<file path="src/rtl/merger_pkg.sv">
package merger_pkg;
    typedef enum logic [1:0] {
        ST_INIT  = 2'd0,
        ST_IDLE  = 2'd1,
        ST_BURST = 2'd2,
        ST_TAIL  = 2'd3
    } merge_state_t;
endpackage

</file>
<file path="src/rtl/merger_strap_latch.sv">
module merger_strap_latch #(
    parameter int LANES = 4,
    localparam int SW = $clog2(LANES)
) (
    input  logic             clk,
    input  logic             rst_n,
    input  logic [SW-1:0]    strap,
    output logic [LANES-1:0] en_mask,
    output logic [SW:0]      active_cnt
);
    logic [SW-1:0] sel_q;

    // Tracks the strap while reset is held, so the value at release is kept.
    always_ff @(posedge clk) begin
        if (!rst_n) sel_q <= strap;
    end

    assign active_cnt = (SW+1)'(sel_q) + (SW+1)'(1);

    for (genvar i = 0; i < LANES; i++) begin : g_en
        assign en_mask[i] = (int'(sel_q) >= i);
    end

    assert_count_frozen_R2: assert property (@(posedge clk) disable iff (!rst_n)
        $past(rst_n) |-> $stable(sel_q));
endmodule

</file>
<file path="src/rtl/merger_init_mon.sv">
module merger_init_mon #(
    parameter int INIT_CYCLES = 16,
    localparam int CW = $clog2(INIT_CYCLES + 1)
) (
    input  logic clk,
    input  logic rst_n,
    input  logic in_init,
    input  logic clk_idle,
    output logic done,
    output logic err
);
    logic [CW-1:0] cnt_q;

    always_ff @(posedge clk) begin
        if (!rst_n) begin
            cnt_q <= '0;
            err   <= 1'b0;
        end else begin
            if (in_init) cnt_q <= cnt_q + CW'(1);
            if (in_init && !clk_idle) err <= 1'b1;
        end
    end

    assign done = in_init && (cnt_q == CW'(INIT_CYCLES - 1));

    assert_init_err_sticky_R11: assert property (@(posedge clk) disable iff (!rst_n)
        err |=> err);
endmodule

</file>
<file path="src/rtl/merger_lane_mask.sv">
module merger_lane_mask #(
    parameter int LANES = 4,
    parameter int BW = 8,
    localparam int NW = $clog2(LANES + 1)
) (
    input  logic [LANES-1:0]    en,
    input  logic [LANES-1:0]    valid,
    input  logic [LANES-1:0]    sot,
    input  logic [LANES-1:0]    eot,
    input  logic [LANES*BW-1:0] data,
    output logic [LANES-1:0]    vm,
    output logic [LANES-1:0]    sm,
    output logic [LANES-1:0]    em,
    output logic [LANES*BW-1:0] dm,
    output logic [NW-1:0]       nbytes
);
    for (genvar i = 0; i < LANES; i++) begin : g_lane
        assign vm[i] = valid[i] & en[i];
        assign sm[i] = sot[i] & vm[i];
        assign em[i] = eot[i] & vm[i];
        assign dm[i*BW +: BW] = vm[i] ? data[i*BW +: BW] : '0;
    end

    always_comb nbytes = NW'($countones(vm));
endmodule

</file>
<file path="src/rtl/lane_byte_merger.sv">
module lane_byte_merger
    import merger_pkg::*;
#(
    parameter int LANES = 4,
    parameter int BW = 8,
    parameter int INIT_CYCLES = 16,
    localparam int SW = $clog2(LANES),
    localparam int NW = $clog2(LANES + 1)
) (
    input  logic                clk,
    input  logic                rst_n,
    input  logic [SW-1:0]       lane_strap,
    input  logic                clk_lane_idle,
    input  logic [LANES-1:0]    lane_valid,
    input  logic [LANES-1:0]    lane_sot,
    input  logic [LANES-1:0]    lane_eot,
    input  logic [LANES*BW-1:0] lane_data,
    output logic                init_busy,
    output logic [SW:0]         active_lanes,
    output logic                out_valid,
    output logic [LANES*BW-1:0] out_data,
    output logic [NW-1:0]       out_nbytes,
    output logic                out_first,
    output logic                out_last,
    output logic                align_err,
    output logic                init_err
);
    merge_state_t st_q, st_d;
    logic [LANES-1:0]    en, vm, sm, em, pend_q, pend_d, pend_new;
    logic [LANES*BW-1:0] dm;
    logic [NW-1:0]       nb;
    logic                init_done, emit, first, last, bad;

    function automatic logic low_run(input logic [LANES-1:0] m);
        return ((m & (m + LANES'(1))) == '0);
    endfunction

    merger_strap_latch #(.LANES(LANES)) u_strap (
        .clk(clk), .rst_n(rst_n), .strap(lane_strap),
        .en_mask(en), .active_cnt(active_lanes)
    );

    merger_init_mon #(.INIT_CYCLES(INIT_CYCLES)) u_init (
        .clk(clk), .rst_n(rst_n), .in_init(st_q == ST_INIT),
        .clk_idle(clk_lane_idle), .done(init_done), .err(init_err)
    );

    merger_lane_mask #(.LANES(LANES), .BW(BW)) u_mask (
        .en(en), .valid(lane_valid), .sot(lane_sot), .eot(lane_eot),
        .data(lane_data), .vm(vm), .sm(sm), .em(em), .dm(dm), .nbytes(nb)
    );

    assign pend_new  = en & ~em;
    assign init_busy = (st_q == ST_INIT);

    // State register
    always_ff @(posedge clk) begin
        if (!rst_n) begin
            st_q   <= ST_INIT;
            pend_q <= '0;
        end else begin
            st_q   <= st_d;
            pend_q <= pend_d;
        end
    end

    // Next state and beat decisions
    always_comb begin
        st_d   = st_q;
        pend_d = pend_q;
        emit   = 1'b0;
        first  = 1'b0;
        last   = 1'b0;
        bad    = 1'b0;
        unique case (st_q)
            ST_INIT: begin
                if (init_done) st_d = ST_IDLE;
            end
            ST_IDLE: begin
                if (sm != '0) begin
                    if (sm == en && vm == en) begin
                        emit  = 1'b1;
                        first = 1'b1;
                        if (em == en) begin
                            last = 1'b1;
                        end else if (em != '0) begin
                            st_d   = ST_TAIL;
                            pend_d = pend_new;
                            bad    = !low_run(pend_new);
                        end else begin
                            st_d = ST_BURST;
                        end
                    end else begin
                        bad = 1'b1;
                    end
                end
            end
            ST_BURST: begin
                if (vm != '0) begin
                    if (vm != en) begin
                        bad = 1'b1;
                    end else begin
                        emit = 1'b1;
                        if (em == en) begin
                            last = 1'b1;
                            st_d = ST_IDLE;
                        end else if (em != '0) begin
                            st_d   = ST_TAIL;
                            pend_d = pend_new;
                            bad    = !low_run(pend_new);
                        end
                    end
                end
            end
            ST_TAIL: begin
                if (vm != '0) begin
                    st_d = ST_IDLE;
                    if (vm == pend_q && em == pend_q) begin
                        emit = 1'b1;
                        last = 1'b1;
                    end else begin
                        bad = 1'b1;
                    end
                end
            end
            default: st_d = ST_INIT;
        endcase
    end

    // Output register
    always_ff @(posedge clk) begin
        if (!rst_n) begin
            out_valid  <= 1'b0;
            out_data   <= '0;
            out_nbytes <= '0;
            out_first  <= 1'b0;
            out_last   <= 1'b0;
            align_err  <= 1'b0;
        end else begin
            out_valid  <= emit;
            out_data   <= emit ? dm : '0;
            out_nbytes <= emit ? nb : '0;
            out_first  <= first;
            out_last   <= last;
            align_err  <= align_err | bad;
        end
    end

    assert_nbytes_bound_R4: assert property (@(posedge clk) disable iff (!rst_n)
        out_valid |-> (out_nbytes != '0) && (int'(out_nbytes) <= int'(active_lanes)));

    assert_first_full_R5: assert property (@(posedge clk) disable iff (!rst_n)
        out_first |-> out_valid && (int'(out_nbytes) == int'(active_lanes)));

    assert_align_sticky_R6: assert property (@(posedge clk) disable iff (!rst_n)
        align_err |=> align_err);

    assert_quiet_in_init_R10: assert property (@(posedge clk) disable iff (!rst_n)
        init_busy |=> !out_valid);

    assert_busy_once_R10: assert property (@(posedge clk) disable iff (!rst_n)
        !init_busy |=> !init_busy);

    assert_last_valid_R12: assert property (@(posedge clk) disable iff (!rst_n)
        out_last |-> out_valid);
endmodule

</file>
<file path="config.mk">
export PLATFORM = sky130hd
export DESIGN_NAME = lane_byte_merger
export DESIGN_NICKNAME = d
export VERILOG_FILES = /design/src/rtl/merger_pkg.sv /design/src/rtl/merger_strap_latch.sv /design/src/rtl/merger_init_mon.sv /design/src/rtl/merger_lane_mask.sv /design/src/rtl/lane_byte_merger.sv
export SDC_FILE = /design/constraint.sdc
export NUM_CORES = 1
export LEC_CHECK = 0
export BUFFER_PORTS_ARGS = -buffer_cell sky130_fd_sc_hd__buf_2
export CAP_MARGIN = 20
export CORE_MARGIN = 4
export CORE_UTILIZATION = 43
export CTS_CLUSTER_DIAMETER = 100
export CTS_CLUSTER_SIZE = 12
export DETAILED_ROUTE_END_ITERATION = 8
export GPL_ROUTABILITY_DRIVEN = 0
export PLACE_DENSITY = 0.75
export SYNTH_ARGS = -nofsm -noshare
export SYNTH_HDL_FRONTEND = slang
export SYNTH_SLANG_ARGS = --single-unit
</file>
<file path="constraint.sdc">
create_clock -name clk -period 2.3 [get_ports clk]
set_input_delay 0.46 -clock clk [delete_from_list [all_inputs] [get_ports clk]]
set_output_delay 0.46 -clock clk [all_outputs]
set_load 0.005 [all_outputs]
</file>
Word level (Yosys, flattened, before mapping)
Cells that the tools add are included.
{"block": "word_totals", "regBits": 53, "latch_bits": 0, "ramBits": 0, "romBits": 0, "in_bits": 49, "out_inout_bits": 44, "elab_cells": 116, "memories": 0}
{"block": "op_classes", "n_addsub": 6, "n_mul": 0, "div": 0, "order_cmp": 3, "n_eq_ne": 18, "shift": 0, "muxes": 40, "n_bitwise": 15, "n_reduce_logical": 20}
{"operator": "2-to-1 mux 4 bit", "count": 6}
{"operator": "equality test 4 bit", "count": 5}
{"operator": "2-to-1 mux 1 bit", "count": 20}
{"operator": "2-to-1 mux 2 bit", "count": 9}
{"operator": "inequality test 2 bit (second input constant)", "count": 7}
{"operator": "AND reduction 3 bit", "count": 4}
{"operator": "nonzero test 4 bit", "count": 3}
{"operator": "AND 1 bit", "count": 11}
{"operator": "case mux 1 bit (3 select lines)", "count": 3}
{"operator": "AND 4 bit", "count": 2}
{"operator": "case mux 2 bit (4 select lines)", "count": 1}
{"operator": "case mux 4 bit (2 select lines)", "count": 1}
{"operator": "AND reduction 8 bit", "count": 1}
{"operator": "adder 5 x 1 -> 5 bit (second input constant)", "count": 1}
{"operator": "equality test 5 x 4 -> 1 bit (second input constant)", "count": 1}
{"operator": "AND reduction 5 bit", "count": 1}
{"operator": "adder 1 x 1 -> 2 bit", "count": 2}
{"operator": "adder 4 x 1 -> 4 bit (second input constant)", "count": 1}
{"operator": "equality test 2 bit (second input constant)", "count": 2}
{"operator": "greater-or-equal comparator 2 bit (second input constant)", "count": 2}
{"operator": "logical AND 1 bit", "count": 4}
{"operator": "logical NOT 4 bit", "count": 1}
{"operator": "inequality test 4 bit", "count": 1}
{"operator": "NOT 4 bit", "count": 1}
{"operator": "other kinds (10)", "count": 12}

Longest topological paths before layout
{"block": "depth", "ltp_word": 15, "ltp_mapped": 11, "mapped_depth_nobuf": 10}

Modules after synthesis
From an unflattened synthesis, not the netlist that was laid out.
{"block": "unflattened", "cells_unflattened": 277, "hier_area_um2": 2665.1}
{"mod": "lane_byte_merger", "instances": 1, "cells_each": 177, "area_each_um2": 1839.3, "seq_area_each_um2": 900.9}
{"mod": "merger_lane_mask", "instances": 1, "cells_each": 59, "area_each_um2": 401.6, "seq_area_each_um2": 0.0}
{"mod": "merger_init_mon", "instances": 1, "cells_each": 28, "area_each_um2": 286.5, "seq_area_each_um2": 120.1}
{"mod": "merger_strap_latch", "instances": 1, "cells_each": 13, "area_each_um2": 137.6, "seq_area_each_um2": 60.1}

Worst setup path after synthesis
Ideal clock, no wire load.
{"block": "synth_timing", "path_kind": "register -> register", "from": "register u_strap.sel_q[1]", "to": "register st_q[0]", "setup_ns": 0.116, "arrival_time_ns": 2.198, "t_required_ns": 2.184, "setup_slack_ns": -0.015, "stages_incl_launch_ff": 9, "path_buffers": 0, "period_less_slack_ns": 2.315, "cell_sequence": "edfxtp_1 ha_1 or2_2 ha_1 nand3_1 or2_2 o221ai_1 or4b_1 o211a_1"}
{"block": "synth_via", "elab_chain_len": 9, "word_cells_on_any_way": 36, "cone_classes": "order compare: 3; eq/ne: 11; mux: 8; bitwise: 9; reduce/logical: 5"}
{"item": "start: declaration", "line": "merger_strap_latch.sv:11", "source": "logic [SW-1:0] sel_q;"}
{"item": "start signal: assignment", "line": "merger_strap_latch.sv:15", "source": "if (!rst_n) sel_q <= strap;"}
{"item": "greater-or-equal comparator 2 x 1 -> 1 bit / greater-or-equal comparator 2 bit (equally long branches)", "line": "merger_strap_latch.sv:21", "source": "assign en_mask[i] = (int'(sel_q) >= i);"}
{"item": "AND 1 bit", "line": "merger_lane_mask.sv:18", "source": "assign vm[i] = valid[i] & en[i];"}
{"item": "AND 1 bit", "line": "merger_lane_mask.sv:20", "source": "assign em[i] = eot[i] & vm[i];"}
{"item": "nonzero test 4 bit", "line": "lane_byte_merger.sv:86, lane_byte_merger.sv:107"}
{"item": "2-to-1 mux 1 bit", "line": "lane_byte_merger.sv:86", "source": "end else if (em != '0) begin"}
{"item": "2-to-1 mux 2 bit", "line": "lane_byte_merger.sv:84", "source": "if (em == en) begin"}
{"item": "2-to-1 mux 2 bit", "line": "lane_byte_merger.sv:81", "source": "if (sm == en && vm == en) begin"}
{"item": "2-to-1 mux 2 bit", "line": "lane_byte_merger.sv:80", "source": "if (sm != '0) begin"}
{"item": "case mux 2 bit (4 select lines)", "line": "lane_byte_merger.sv:75", "source": "unique case (st_q)"}
{"item": "end signal: assignment", "line": "lane_byte_merger.sv:62", "source": "st_q <= st_d;"}
{"item": "end: declaration", "line": "lane_byte_merger.sv:28", "source": "merge_state_t st_q, st_d;"}
Parallel ways exist; a longest one is shown, timed or not. The select of a mux whose other input is x is not followed.
A chain may end at the register's enable or synchronous reset.

Worst setup path in the final report
{"block": "layout_timing", "from": "register u_strap.sel_q[1]", "to": "register align_err"}
{"block": "layout_via", "elab_chain_len": 15, "word_cells_on_any_way": 39, "cone_classes": "add/sub: 1; order compare: 3; eq/ne: 6; mux: 9; bitwise: 13; reduce/logical: 7"}
{"item": "greater-or-equal comparator 2 x 1 -> 1 bit / greater-or-equal comparator 2 bit (equally long branches)", "line": "merger_strap_latch.sv:21"}
{"item": "AND 1 bit", "line": "merger_lane_mask.sv:18"}
{"item": "AND 1 bit", "line": "merger_lane_mask.sv:20"}
{"item": "NOT 4 bit", "line": "lane_byte_merger.sv:53", "source": "assign pend_new = en & ~em;"}
{"item": "AND 4 bit", "line": "lane_byte_merger.sv:53"}
{"item": "adder 4 x 1 -> 4 bit", "line": "lane_byte_merger.sv:35", "source": "return ((m & (m + LANES'(1))) == '0);"}
{"item": "AND 4 bit", "line": "lane_byte_merger.sv:35"}
{"item": "logical NOT 4 bit", "line": "lane_byte_merger.sv:35"}
{"item": "logical NOT 1 bit", "line": "lane_byte_merger.sv:89, lane_byte_merger.sv:110"}
{"item": "2-to-1 mux 1 bit", "line": "lane_byte_merger.sv:86, lane_byte_merger.sv:107"}
{"item": "2-to-1 mux 1 bit", "line": "lane_byte_merger.sv:84"}
{"item": "2-to-1 mux 1 bit (on tied branches)", "line": "lane_byte_merger.sv:100, lane_byte_merger.sv:81"}
{"item": "2-to-1 mux 1 bit (on tied branches)", "line": "lane_byte_merger.sv:99, lane_byte_merger.sv:80"}
{"item": "case mux 1 bit (3 select lines) *", "line": "lane_byte_merger.sv:75"}
{"item": "bitwise OR 1 bit *", "line": "lane_byte_merger.sv:145", "source": "align_err <= align_err | bad;"}
{"item": "end signal: assignment", "line": "lane_byte_merger.sv:145"}
{"item": "end: declaration", "line": "lane_byte_merger.sv:25", "source": "output logic align_err,"}
Mark *: on every way between the ends. The rest lies on a longest branch, timed or not.

==> impl_metrics.env <==
export IMPL_fin_cells=403
export IMPL_fin_crit_sh=1.00
export IMPL_num_fill_cells=486
export IMPL_yosysSeqAreaShare=0.474
export IMPL_grt_pass1_vias=1842
export IMPL_crit_required_ns=2.50
export IMPL_numClockSinks=53
export IMPL_ys_types=55
export IMPL_drc=0
export IMPL_status="finished, violations left"
export IMPL_placed_cell_area_mm2=0.00291
export IMPL_finalMaxSlewViolations=0
export IMPL_numCtsBuffers=5
export IMPL_wl_per_cell_um=13.3
export IMPL_fin_crit_ns=2.31
export IMPL_antenna_found_initial=0
export IMPL_rsz0062_at_grt="true"
export IMPL_die_width_um=80.9
export IMPL_cts_buffer_depth=2
export IMPL_cts_tree="yes"
export IMPL_rrSetupSlack_ns=-0.01
export IMPL_startpoint_type="flip-flop"
export IMPL_fp_dieH_um=80.9
export IMPL_vdd_drop_max_v=0.000329
export IMPL_r2r_start="u_strap.sel_q[1]$_DFFE_PN_"
export IMPL_final_hold_viol_count=0
export IMPL_clk_pin_slew_ns=0.10
export IMPL_wl_mm=5.35
export IMPL_fin_area_mm2=0.00303
export IMPL_htree_num_levels=2
export IMPL_core_area_mm2=0.00514
export IMPL_netlist_instances=225
export IMPL_areaGrowthSynthToFinish_pct=32.8
export IMPL_synth_fp_nets=292
export IMPL_drt_iter0_markers=51
export IMPL_cp_slowest_cell="edfxtp_1"
export IMPL_finalSetupViolations=1
export IMPL_layout_setup_ws_ns=-0.0104
export IMPL_start_util=0.444
export IMPL_gr_total_overflow=0
export IMPL_cellPowerDensity_mw_per_mm2=562
export IMPL_yosys_top_cells_area="dfxtp_1 45%, ha_1 9.3%, and3_1 6.6%, mux2i_1 3.1%, nand2_1 2.8%"
export IMPL_root_buffer="clkbuf_8"
export IMPL_boundaryPins=93
export IMPL_netlist_area_mm2=0.00228
export IMPL_max_stage_delay_ns=0.45
export IMPL_critPathArrivalTime_ns=2.51
export IMPL_hold_depth=1
export IMPL_portBuffers=92
export IMPL_worst_r2r_endpoint="align_err$_SDFF_PN0_"
export IMPL_yosysMostFrequentCell="dfxtp_1"
export IMPL_grt_use_total=0.159
export IMPL_clock_skew_ns=0.0112
export IMPL_ant_nets=0
export IMPL_avgViaCountPerCell=4.90
export IMPL_rows=26
export IMPL_yosys_warnings=0
export IMPL_hold_class="in -> reg"
export IMPL_critPathMaxFanout=4
export IMPL_synth_top_area_frac=0.447
export IMPL_insertion_delay_ns=0.30
export IMPL_yosysTopAreaCell="dfxtp_1"
export IMPL_dp_hpwl_mm=4.22
export IMPL_hp_start="lane_strap[1]"
export IMPL_p_leak_nw=1.56
export IMPL_criticalPathCategory="reg -> reg"
export IMPL_die_area_mm2=0.00654
export IMPL_max_freq_mhz=433
export IMPL_grt_first_pass_wirelength_mm=8.20
export IMPL_crit_chain="ha_2, or2_2, ha_1, nand3_1, or2_2, nand3_1, a2111oi_0, buf_4, a211o_1"
export IMPL_worstRegToRegCells=9
export IMPL_min_to="u_strap.sel_q[1]$_DFFE_PN_"
export IMPL_violations="negative setup slack"
export IMPL_cap_violations=0
export IMPL_dr_pass1_iters=4
export IMPL_diodes=0
export IMPL_synth_edf_count=2
export IMPL_tightest_slew_ns=0.432
export IMPL_nets=399
export IMPL_synth_commonest_cells="51 x dfxtp_1, 24 x and3_1, 17 x ha_1, 17 x nand2_1, 14 x inv_1"
export IMPL_cts_setup_buffers=0
export IMPL_grt_start_max_net_pins=19
export IMPL_ys_dominant_reg_cell="dfxtp_1"
export IMPL_dp_cells=395
export IMPL_vias=1976
export IMPL_end_kind="flip-flop"
export IMPL_ys_seq_elements=53
export IMPL_power_total_mw=1.70
export IMPL_async_flop_share=0
export IMPL_final_layout_size_suffix_gt1_frac=0.414
export IMPL_slew_headroom=0.712
export IMPL_synth_area_per_cell_um2=10.1
[layer usage]
metal	global-route usage	vias to the layer above	share of wire
li1	-	1001	-
met5	0	-	0
met1	0.194	909	0.43
met2	0.275	64	0.48
met3	0.0455	2	0.078
met4	0.0389	0	0.0026
[final cells by class]
cell class	instances	area (um2)	share of cell area
multi-input combinational	151	1140	0.378
clock inverter	3	26.3	0.00867
timing repair buffer	106	566	0.187
inverter	15	56.3	0.0186
clock buffer	5	68.8	0.0227
sequential	53	1080	0.357
tap	70	87.6	0.0289
[sequential cells by signal, indices dropped and copies added (netlist names)]
signal,count
out_first,1
out_nbytes,3
st_q,2
u_init.cnt_q,5
u_init.err,1
out_valid,1
align_err,1
out_data,32
u_strap.sel_q,2
out_last,1
pend_q,4
[logic make-up (layout without fill, tap and decap cells)]
kind of cell | Yosys count | in the layout | synth area share
and+or+nand+nor | 92 | 92 | 0.231
adders and majority gates | 18 | 18 | 0.102
xor gates and xnor gates | 3 | 3 | 0.0115
muxes | 7 | 7 | 0.0307
buffers and inverters | 21 | 129 | 0.0384
AOI/OAI and AO/OA | 31 | 31 | 0.113
DFF | 53 | 53 | 0.474
[critical path, delay by kind of cell, from the launching register on]
kind	cells	cell delay [ns]
simple gates	4	0.75
fa+ha+maj	2	0.49
flops	1	0.45
compound gates	2	0.36
buf+inv	1	0.15
[cell usage in the layout (no fill, tap or decap), types with 2 or more instances in the layout]
cell type and count:
o21ai_0 3, edfxtp_1 2, and2_2 3, o21a_1 2, o211ai_1 3, ha_2 3, nand2_2 2, buf_4 14
nand2_1 16, inv_1 13, a21oi_2 2, mux2i_1 7, a21oi_1 2, nand2b_1 3, or2_2 2, buf_2 92
ha_1 14, clkinvlp_4 2, clkbuf_8 5, a211oi_1 2, and2_1 9, xor2_1 2, dfxtp_1 51, nand4_1 4
nor2_1 10, and3_1 24, nand3b_1 3, nand3_1 6, and3_2 2
[timing repair]
item	CTS	global route
resized for setup	1	7
hold buffers	0	0
endpoints found under the setup margin	15	42
pin swaps	0	3
endpoints found under the hold margin	0	0
[worst max path at each step]
stage	from	endpoint	slack, ns	cells past startpoint
finish	u_strap.sel_q[1]$_DFFE_PN_	align_err$_SDFF_PN0_	-0.01	9
global route	u_strap.sel_q[1]$_DFFE_PN_	align_err$_SDFF_PN0_	-0.12	9
CTS	u_strap.sel_q[1]$_DFFE_PN_	st_q[1]$_SDFFE_PN0P_	0.002	8
detailed placement	u_strap.sel_q[0]$_DFFE_PN_	out_data[16]$_SDFF_PN0_	-0.04	7
global placement	u_strap.sel_q[0]$_DFFE_PN_	out_data[21]$_SDFF_PN0_	-0.02	7
floorplan	u_strap.sel_q[1]$_DFFE_PN_	st_q[0]$_SDFFE_PN0P_	0.02	8
[report_power, final]
part / total [mW] / internal [mW] / switching [mW]
registers: 0.947 / 0.937 / 0.0107
logic: 0.223 / 0.111 / 0.113
clock network: 0.534 / 0.222 / 0.312
[stage by stage]
step	setup slack [ns]	utilization	hold slack (ns)	TNS [ns]
floorplan	0.0223	-	0.443	0
global placement	-0.0214	0.565	0.446	-0.155
detailed placement	-0.0406	0.565	0.459	-0.323
CTS	0.00219	0.584	0.317	0
global route	-0.121	0.590	0.307	-3.16
finish	-0.0104	0.590	0.325	-0.0104
Note: power is estimated with default switching activity, not from simulation.
